`src/rtl/pwm_pkg.sv`:
```
package pwm_pkg;
  parameter int NUM_CH = 16;
  parameter int ADDR_W = 6;
  parameter int DATA_W = 8;
  localparam int SEL_W = $clog2(NUM_CH);
  localparam int EN_BYTES = NUM_CH / 8;

  localparam int ADDR_PRE  = 0;
  localparam int ADDR_PER  = 1;
  localparam int ADDR_SYNC = 2;
  localparam int ADDR_EN   = 8;
  localparam int ADDR_MASK = 12;

  typedef struct packed {
    logic              wrPre;
    logic              wrPer;
    logic              wrEn;
    logic              wrMask;
    logic              wrEdge;
    logic              edgeFall;
    logic [SEL_W-1:0]  sel;
    logic [DATA_W-1:0] data;
    logic              xfer;
  } pwm_strobe_t;
endpackage

```
`src/rtl/pwm_ctrl.sv`:
```
module pwm_ctrl
  import pwm_pkg::*;
#(
  parameter int CH = NUM_CH,
  parameter int AW = ADDR_W
) (
  input  logic          clk,
  input  logic          rstN,
  input  logic [AW-1:0] busAddr,
  input  logic          busWrEn,
  input  logic [7:0]    busWrData,
  input  logic          periodEnd,
  output pwm_strobe_t   strobe,
  output logic          syncPending
);
  localparam int EB = CH / 8;

  logic syncWr;
  logic inEn;
  logic inMask;
  int   addrInt;

  assign addrInt = int'(busAddr);
  assign syncWr  = busWrEn && (addrInt == ADDR_SYNC) && busWrData[0];
  assign inEn    = (addrInt >= ADDR_EN)   && (addrInt < ADDR_EN + EB);
  assign inMask  = (addrInt >= ADDR_MASK) && (addrInt < ADDR_MASK + EB);

  always_comb begin
    strobe          = '0;
    strobe.data     = busWrData;
    strobe.wrPre    = busWrEn && (addrInt == ADDR_PRE);
    strobe.wrPer    = busWrEn && (addrInt == ADDR_PER);
    strobe.wrEn     = busWrEn && inEn;
    strobe.wrMask   = busWrEn && inMask;
    strobe.wrEdge   = busWrEn && busAddr[AW-1];
    strobe.edgeFall = busAddr[0];
    if (busAddr[AW-1])
      strobe.sel = busAddr[SEL_W:1];
    else if (inEn)
      strobe.sel = SEL_W'(addrInt - ADDR_EN);
    else
      strobe.sel = SEL_W'(addrInt - ADDR_MASK);
    strobe.xfer = syncPending && periodEnd;
  end

  always_ff @(posedge clk or negedge rstN) begin
    if (!rstN)
      syncPending <= 1'b0;
    else if (syncWr)
      syncPending <= 1'b1;
    else if (periodEnd)
      syncPending <= 1'b0;
  end

  p_pending_clear_r8: assert property (@(posedge clk) disable iff (!rstN)
    (syncPending && periodEnd && !syncWr) |=> !syncPending);
  p_pending_hold_r8: assert property (@(posedge clk) disable iff (!rstN)
    (syncPending && !periodEnd) |=> syncPending);
  p_rearm_r10: assert property (@(posedge clk) disable iff (!rstN)
    syncWr |=> syncPending);
endmodule

```
`src/rtl/pwm_datapath.sv`:
```
module pwm_datapath
  import pwm_pkg::*;
#(
  parameter int CH = NUM_CH,
  parameter int AW = ADDR_W
) (
  input  logic          clk,
  input  logic          rstN,
  input  pwm_strobe_t   strobe,
  input  logic          syncPending,
  input  logic [AW-1:0] busAddr,
  output logic [7:0]    busRdData,
  output logic          periodEnd,
  output logic [CH-1:0] pwmOut
);
  localparam int EB = CH / 8;

  logic [7:0]    shPre, shPer, actPre, actPer;
  logic [7:0]    preCnt, stepCnt;
  logic [CH-1:0] enableVec, maskVec;
  logic [7:0]    shRise [CH];
  logic [7:0]    shFall [CH];
  logic [7:0]    actRise [CH];
  logic [7:0]    actFall [CH];
  logic          tick;

  assign tick      = (preCnt == actPre);
  assign periodEnd = tick && (stepCnt == actPer);

  always_ff @(posedge clk or negedge rstN) begin
    if (!rstN) begin
      preCnt  <= '0;
      stepCnt <= '0;
    end else begin
      preCnt <= tick ? 8'd0 : preCnt + 8'd1;
      if (tick) stepCnt <= (stepCnt == actPer) ? 8'd0 : stepCnt + 8'd1;
    end
  end

  always_ff @(posedge clk or negedge rstN) begin
    if (!rstN) begin
      shPre     <= 8'h00;
      shPer     <= 8'hFF;
      actPre    <= 8'h00;
      actPer    <= 8'hFF;
      enableVec <= '0;
      maskVec   <= '0;
    end else begin
      if (strobe.wrPre) shPre <= strobe.data;
      if (strobe.wrPer) shPer <= strobe.data;
      if (strobe.xfer) begin
        actPre <= shPre;
        actPer <= shPer;
      end
      for (int b = 0; b < EB; b++) begin
        if (strobe.wrEn && (int'(strobe.sel) == b))   enableVec[b*8 +: 8] <= strobe.data;
        if (strobe.wrMask && (int'(strobe.sel) == b)) maskVec[b*8 +: 8]   <= strobe.data;
      end
    end
  end

  for (genvar i = 0; i < CH; i++) begin : g_ch
    logic hit;
    logic inWin;

    assign hit = strobe.wrEdge && (int'(strobe.sel) == i);

    always_ff @(posedge clk or negedge rstN) begin
      if (!rstN) begin
        shRise[i]  <= '0;
        shFall[i]  <= '0;
        actRise[i] <= '0;
        actFall[i] <= '0;
      end else begin
        if (hit && !strobe.edgeFall) shRise[i] <= strobe.data;
        if (hit &&  strobe.edgeFall) shFall[i] <= strobe.data;
        if (maskVec[i]) begin
          if (strobe.xfer) begin
            actRise[i] <= shRise[i];
            actFall[i] <= shFall[i];
          end
        end else begin
          if (hit && !strobe.edgeFall) actRise[i] <= strobe.data;
          if (hit &&  strobe.edgeFall) actFall[i] <= strobe.data;
        end
      end
    end

    assign inWin = (actRise[i] <= actFall[i])
                 ? (stepCnt >= actRise[i] && stepCnt < actFall[i])
                 : (stepCnt >= actRise[i] || stepCnt < actFall[i]);
    assign pwmOut[i] = enableVec[i] && inWin;

    p_staged_hold_r7: assert property (@(posedge clk) disable iff (!rstN)
      (maskVec[i] && !strobe.xfer) |=> $stable(actRise[i]) && $stable(actFall[i]));
  end

  always_comb begin
    int a;
    a = int'(busAddr);
    busRdData = '0;
    if (busAddr[AW-1])
      busRdData = busAddr[0] ? shFall[busAddr[SEL_W:1]] : shRise[busAddr[SEL_W:1]];
    else if (a == ADDR_PRE)  busRdData = shPre;
    else if (a == ADDR_PER)  busRdData = shPer;
    else if (a == ADDR_SYNC) busRdData = {7'd0, syncPending};
    else if (a >= ADDR_EN && a < ADDR_EN + EB)     busRdData = enableVec[(a - ADDR_EN)*8 +: 8];
    else if (a >= ADDR_MASK && a < ADDR_MASK + EB) busRdData = maskVec[(a - ADDR_MASK)*8 +: 8];
  end

  p_step_range_r2: assert property (@(posedge clk) disable iff (!rstN)
    stepCnt <= actPer);
  p_pre_range_r2: assert property (@(posedge clk) disable iff (!rstN)
    preCnt <= actPre);
  p_wrap_r2: assert property (@(posedge clk) disable iff (!rstN)
    periodEnd |=> (stepCnt == 8'd0) && (preCnt == 8'd0));
  p_xfer_boundary_r8: assert property (@(posedge clk) disable iff (!rstN)
    strobe.xfer |-> (tick && stepCnt == actPer));
  p_period_stable_r7: assert property (@(posedge clk) disable iff (!rstN)
    !strobe.xfer |=> $stable(actPer) && $stable(actPre));
endmodule

```
`src/rtl/pwm_multi.sv`:
```
module pwm_multi
  import pwm_pkg::*;
#(
  parameter int CH = NUM_CH,
  parameter int AW = ADDR_W
) (
  input  logic          clk,
  input  logic          rstN,
  input  logic [AW-1:0] busAddr,
  input  logic          busWrEn,
  input  logic [7:0]    busWrData,
  output logic [7:0]    busRdData,
  output logic [CH-1:0] pwmOut
);
  pwm_strobe_t strobe;
  logic        syncPending;
  logic        periodEnd;

  pwm_ctrl #(.CH(CH), .AW(AW)) i_ctrl (
    .clk(clk), .rstN(rstN), .busAddr(busAddr), .busWrEn(busWrEn),
    .busWrData(busWrData), .periodEnd(periodEnd), .strobe(strobe),
    .syncPending(syncPending)
  );

  pwm_datapath #(.CH(CH), .AW(AW)) i_dp (
    .clk(clk), .rstN(rstN), .strobe(strobe), .syncPending(syncPending),
    .busAddr(busAddr), .busRdData(busRdData), .periodEnd(periodEnd),
    .pwmOut(pwmOut)
  );
endmodule

```
`config.mk`:
```
export PLATFORM = sky130hd
export DESIGN_NAME = pwm_multi
export DESIGN_NICKNAME = d
export VERILOG_FILES = /design/src/rtl/pwm_pkg.sv /design/src/rtl/pwm_ctrl.sv /design/src/rtl/pwm_datapath.sv /design/src/rtl/pwm_multi.sv
export SDC_FILE = /design/constraint.sdc
export NUM_CORES = 2
export LEC_CHECK = 0
export BUFFER_PORTS_ARGS = -buffer_cell sky130_fd_sc_hd__buf_2
export CAP_MARGIN = 20
export CELL_PAD_IN_SITES_DETAIL_PLACEMENT = 0
export CELL_PAD_IN_SITES_GLOBAL_PLACEMENT = 1
export CORE_MARGIN = 4
export CORE_UTILIZATION = 45
export DETAILED_ROUTE_END_ITERATION = 8
export PLACE_DENSITY_LB_ADDON = 0.1
export REMOVE_ABC_BUFFERS = 1
export SLEW_MARGIN = 25
export SYNTH_ARGS = -nofsm -noshare
export SYNTH_HDL_FRONTEND = slang
export SYNTH_SLANG_ARGS = --single-unit
export TNS_END_PERCENT = 10
```
`constraint.sdc`:
```
create_clock -name clk -period 4 [get_ports clk]
set_input_delay 0.8 -clock clk [delete_from_list [all_inputs] [get_ports clk]]
set_output_delay 0.8 -clock clk [all_outputs]
set_load 0.005 [all_outputs]
```
==> results.json <==
{
  "drive_above_1_share": 0.1781,
  "dieArea_um2": 89110,
  "initial_utilization": 0.4538,
  "yosysSeqAreaShare": 0.3912,
  "die_w_um": 298.5,
  "leakagePower_uw": 0.02072,
  "hp-class": "input pin to asynchronous set/reset pin",
  "h-tree-depth": 3,
  "top_usage_layer": "met2",
  "portBuffers": 40,
  "yosys-top-cells-count": "650 x nand2_1, 577 x dfrtp_1, 373 x ha_1",
  "antenna_found_initial": 9,
  "path_cells": "buf_12, ha_1, nand2_1, o21ai_0, a21oi_1, o21a_1, o21ai_0, o2bb2ai_1, buf_2",
  "path_max_fanout": 20,
  "gr-usage-met1": 0.4230,
  "dieHeight_um": 298.5,
  "power.net_switching_uw": 9002,
  "max-vdd-ir-drop_uv": 368.3,
  "min_period_ns": 3.808,
  "grt.total_usage": 0.2957,
  "syn_to_final_growth_pct": 11.40,
  "overflow": 0,
  "insertion_delay_ns": 0.65,
  "cap_violations": 0,
  "synth_edf_count": 0,
  "async_reset_ff_frac": 1.000,
  "ant_nets": 0,
  "clk_path_buf_depth": 3,
  "dr.pass1.iters": 6,
  "vias": 30790,
  "coreArea_um2": 83690,
  "post_cts_resized": 0,
  "grt_max_degree": 93,
  "rrSetupSlack_ns": 0.95,
  "ctsHoldBuffers": 0,
  "register_area_um2": 14870,
  "numCtsBuffers": 72,
  "first_global_vias": 29450,
  "synth_cell_type_count": 68,
  "route.detailed.drc": 0,
  "slew_headroom": 0.3486,
  "finalCritPeriodShare": 0.9521,
  "setup_violations": 0,
  "drt-total-wl_mm": 133.1,
  "setup_ws_ns": 0.1916,
  "synth.avg_cell_area_um2": 9.603,
  "cts_setup_buffers": 0,
  "critPathRequiredTime_ns": 3.20,
  "initialDrtViolationCount": 2613,
  "cts_root_buf": "clkbuf_16",
  "synthFlopType": "dfrtp_1",
  "crit_slowest_cell": "dfrtp_2",
  "tightestPinTransition_ns": 0.9770,
  "powerDensity_nw_per_um2": 570.1,
  "pwr-share-seq": 0.374,
  "grt_setup_unrepaired": "true",
  "max_stage_delay_ns": 0.64,
  "gp_congestion": 0.9484,
  "fin_nets": 4346,
  "nFillCells": 7751,
  "drv_slew": 0,
  "gr-usage-met3": 0.05899,
  "multi_input_area_um2": 20970,
  "grt_pass1_wl_mm": 199.5,
  "syn_area_um2": 37980,
  "synth_top_area_cell": "dfrtp_1",
  "power_frac_clock": 0.282,
  "end_kind": "primary output",
  "cpMostUsedCell": "o21ai_0",
  "skew_ns": 0.02739,
  "ys_ff_latch": 593,
  "arrival_ns": 3.01,
  "yosys.area.top_type_share": 0.3802,
  "synthCells": 3955,
  "finalHoldViolCount": 0,
  "dp_hpwl_mm": 95.30,
  "grt_use_met2": 0.4565,
  "avgViaCountPerCell": 5.974,
  "fp-row-count": 106,
  "p_int_uw": 15120,
  "wl_per_cell_um": 25.82,
  "p_sw_frac": 0.3732,
  "status": "complete, no violations",
  "synthTopCellsByArea": "dfrtp_1 38%, ha_1 12%, mux2_2 7.9%",
  "start_kind": "flip-flop",
  "cts_tree": "yes",
  "combinationalPowerShare": 0.343,
  "yosysWarnings": 0,
  "yosys.cell_count.top_type": "nand2_1",
  "pin_count": 41,
  "hold_ws_ns": 0.2332,
  "pre_cts_slack_ns": 0.1898,
  "criticalPathCategory": "flip-flop to primary output",
  "fmax_mhz": 262.6,
  "clock_sinks": 593,
  "clk_pin_slew_ns": 0.06
}
state kept, by name, summed over array words and instances, names as in the netlist:
name                cells
i_dp.actFall          128
i_dp.actRise          128
i_dp.shFall           128
i_dp.shRise           128
i_dp.enableVec         16
i_dp.maskVec           16
i_dp.actPer             8
i_dp.actPre             8
i_dp.preCnt             8
i_dp.shPer              8
i_dp.shPre              8
i_dp.stepCnt            8
i_ctrl.syncPending      1
cell type report:
| type | count | share of cell area |
|---|---|---|
| Multi-Input combinational cell | 2842 | 0.4957 |
| Sequential cell | 593 | 0.3516 |
| Clock buffer | 105 | 0.05001 |
| Timing Repair Buffer | 187 | 0.03794 |
| Tap cell | 1134 | 0.03354 |
| Inverter | 260 | 0.02313 |
| Clock inverter | 28 | 0.007866 |
| Antenna cell | 5 | 0.0002957 |
logic make-up (layout without fill, tap and decap cells):
family          Yosys count  in the layout  share of synthesized area
xor+xnor                 22             22                   0.005074
other cells               0              5                          0
compound gates          871            871                     0.1521
simple gates           1157           1157                     0.1329
fa+ha+maj               373            373                     0.1229
flops                   593            593                     0.3912
buf+inv                 520            580                    0.05769
mux                     419            419                     0.1381
routing by layer:
metal  up-vias  part of all wire
li1      14270                 -
met1     15300              0.45
met2       986              0.45
met3       233             0.068
met4         2             0.031
met5         -          0.000098
power groups by stage:
stage / logic (uW) / clock network, uW / registers (uW)
2_1_floorplan: 5990 / 0 / 8410
5_1_grt: 9610 / 7150 / 9180
4_1_cts: 8300 / 6920 / 9000
6_report: 8280 / 6810 / 9030
3_3_place_gp: 8100 / 0 / 9100
3_5_place_dp: 8250 / 0 / 9090
critical path, delay by kind of cell, from the launching register on:
| kind | cells | cell delay (ns) |
|---|---|---|
| compound gates | 5 | 0.87 |
| flops | 1 | 0.64 |
| buf+inv | 2 | 0.47 |
| fa+ha+maj | 1 | 0.31 |
| simple gates | 1 | 0.05 |
per-stage QoR:
stage               power (uW)  area [um2]   TNS [ns]  utilization  std cells
floorplan                14400       36770    -350.76            -       3695
global placement         17200       39840          0       0.4761       5016
detailed placement       17340       39840          0       0.4761       5016
CTS                      24220       42290          0       0.5053       5149
global route             25940       42300  -0.002817       0.5054       5150
finish                   24120       42310          0       0.5056       5154
worst paths after layout:
check / startpoint / endpoint / cells after the start
min in group clk: i_dp.shPer[1]$_DFFE_PN1P_ / i_dp.actPer[1]$_DFFE_PN1P_ / 2
min reg2reg: i_dp.shPer[1]$_DFFE_PN1P_ / i_dp.actPer[1]$_DFFE_PN1P_ / 2
max reg2reg: i_dp.stepCnt[1]$_DFFE_PN0N_ / i_dp.actRise[42]$_DFFE_PN0P_ / 10
max: i_dp.stepCnt[1]$_DFFE_PN0N_ / pwmOut[8] / 9
min: rstN / i_dp.actRise[117]$_DFFE_PN0P_ / 1
max in group asynchronous: rstN / i_dp.shRise[38]$_DFFE_PN0P_ / 2
cell usage in the layout, fill, tap and decap left out, drive strengths merged, types with 9 or more instances in the layout:
cell type  instances
nand2            652
mux2i             94
a221oi            45
mux4              57
clkbuf           105
o211ai            23
and3              12
buf              187
a41oi             16
nor3b              9
a22oi             15
nand3             40
xnor2             19
dfstp             16
nor2b             61
o22ai             25
dfrtp            577
mux2             268
inv              264
ha               373
clkinv            16
and2              23
nand4             39
o221a             20
nor3              46
nand2b             9
o21ai            125
o2bb2ai           16
o21a              16
a21o              23
or3               20
a21oi            171
a31oi            175
nor2             236
a211oi           175
(Power assumes the default switching activity.)
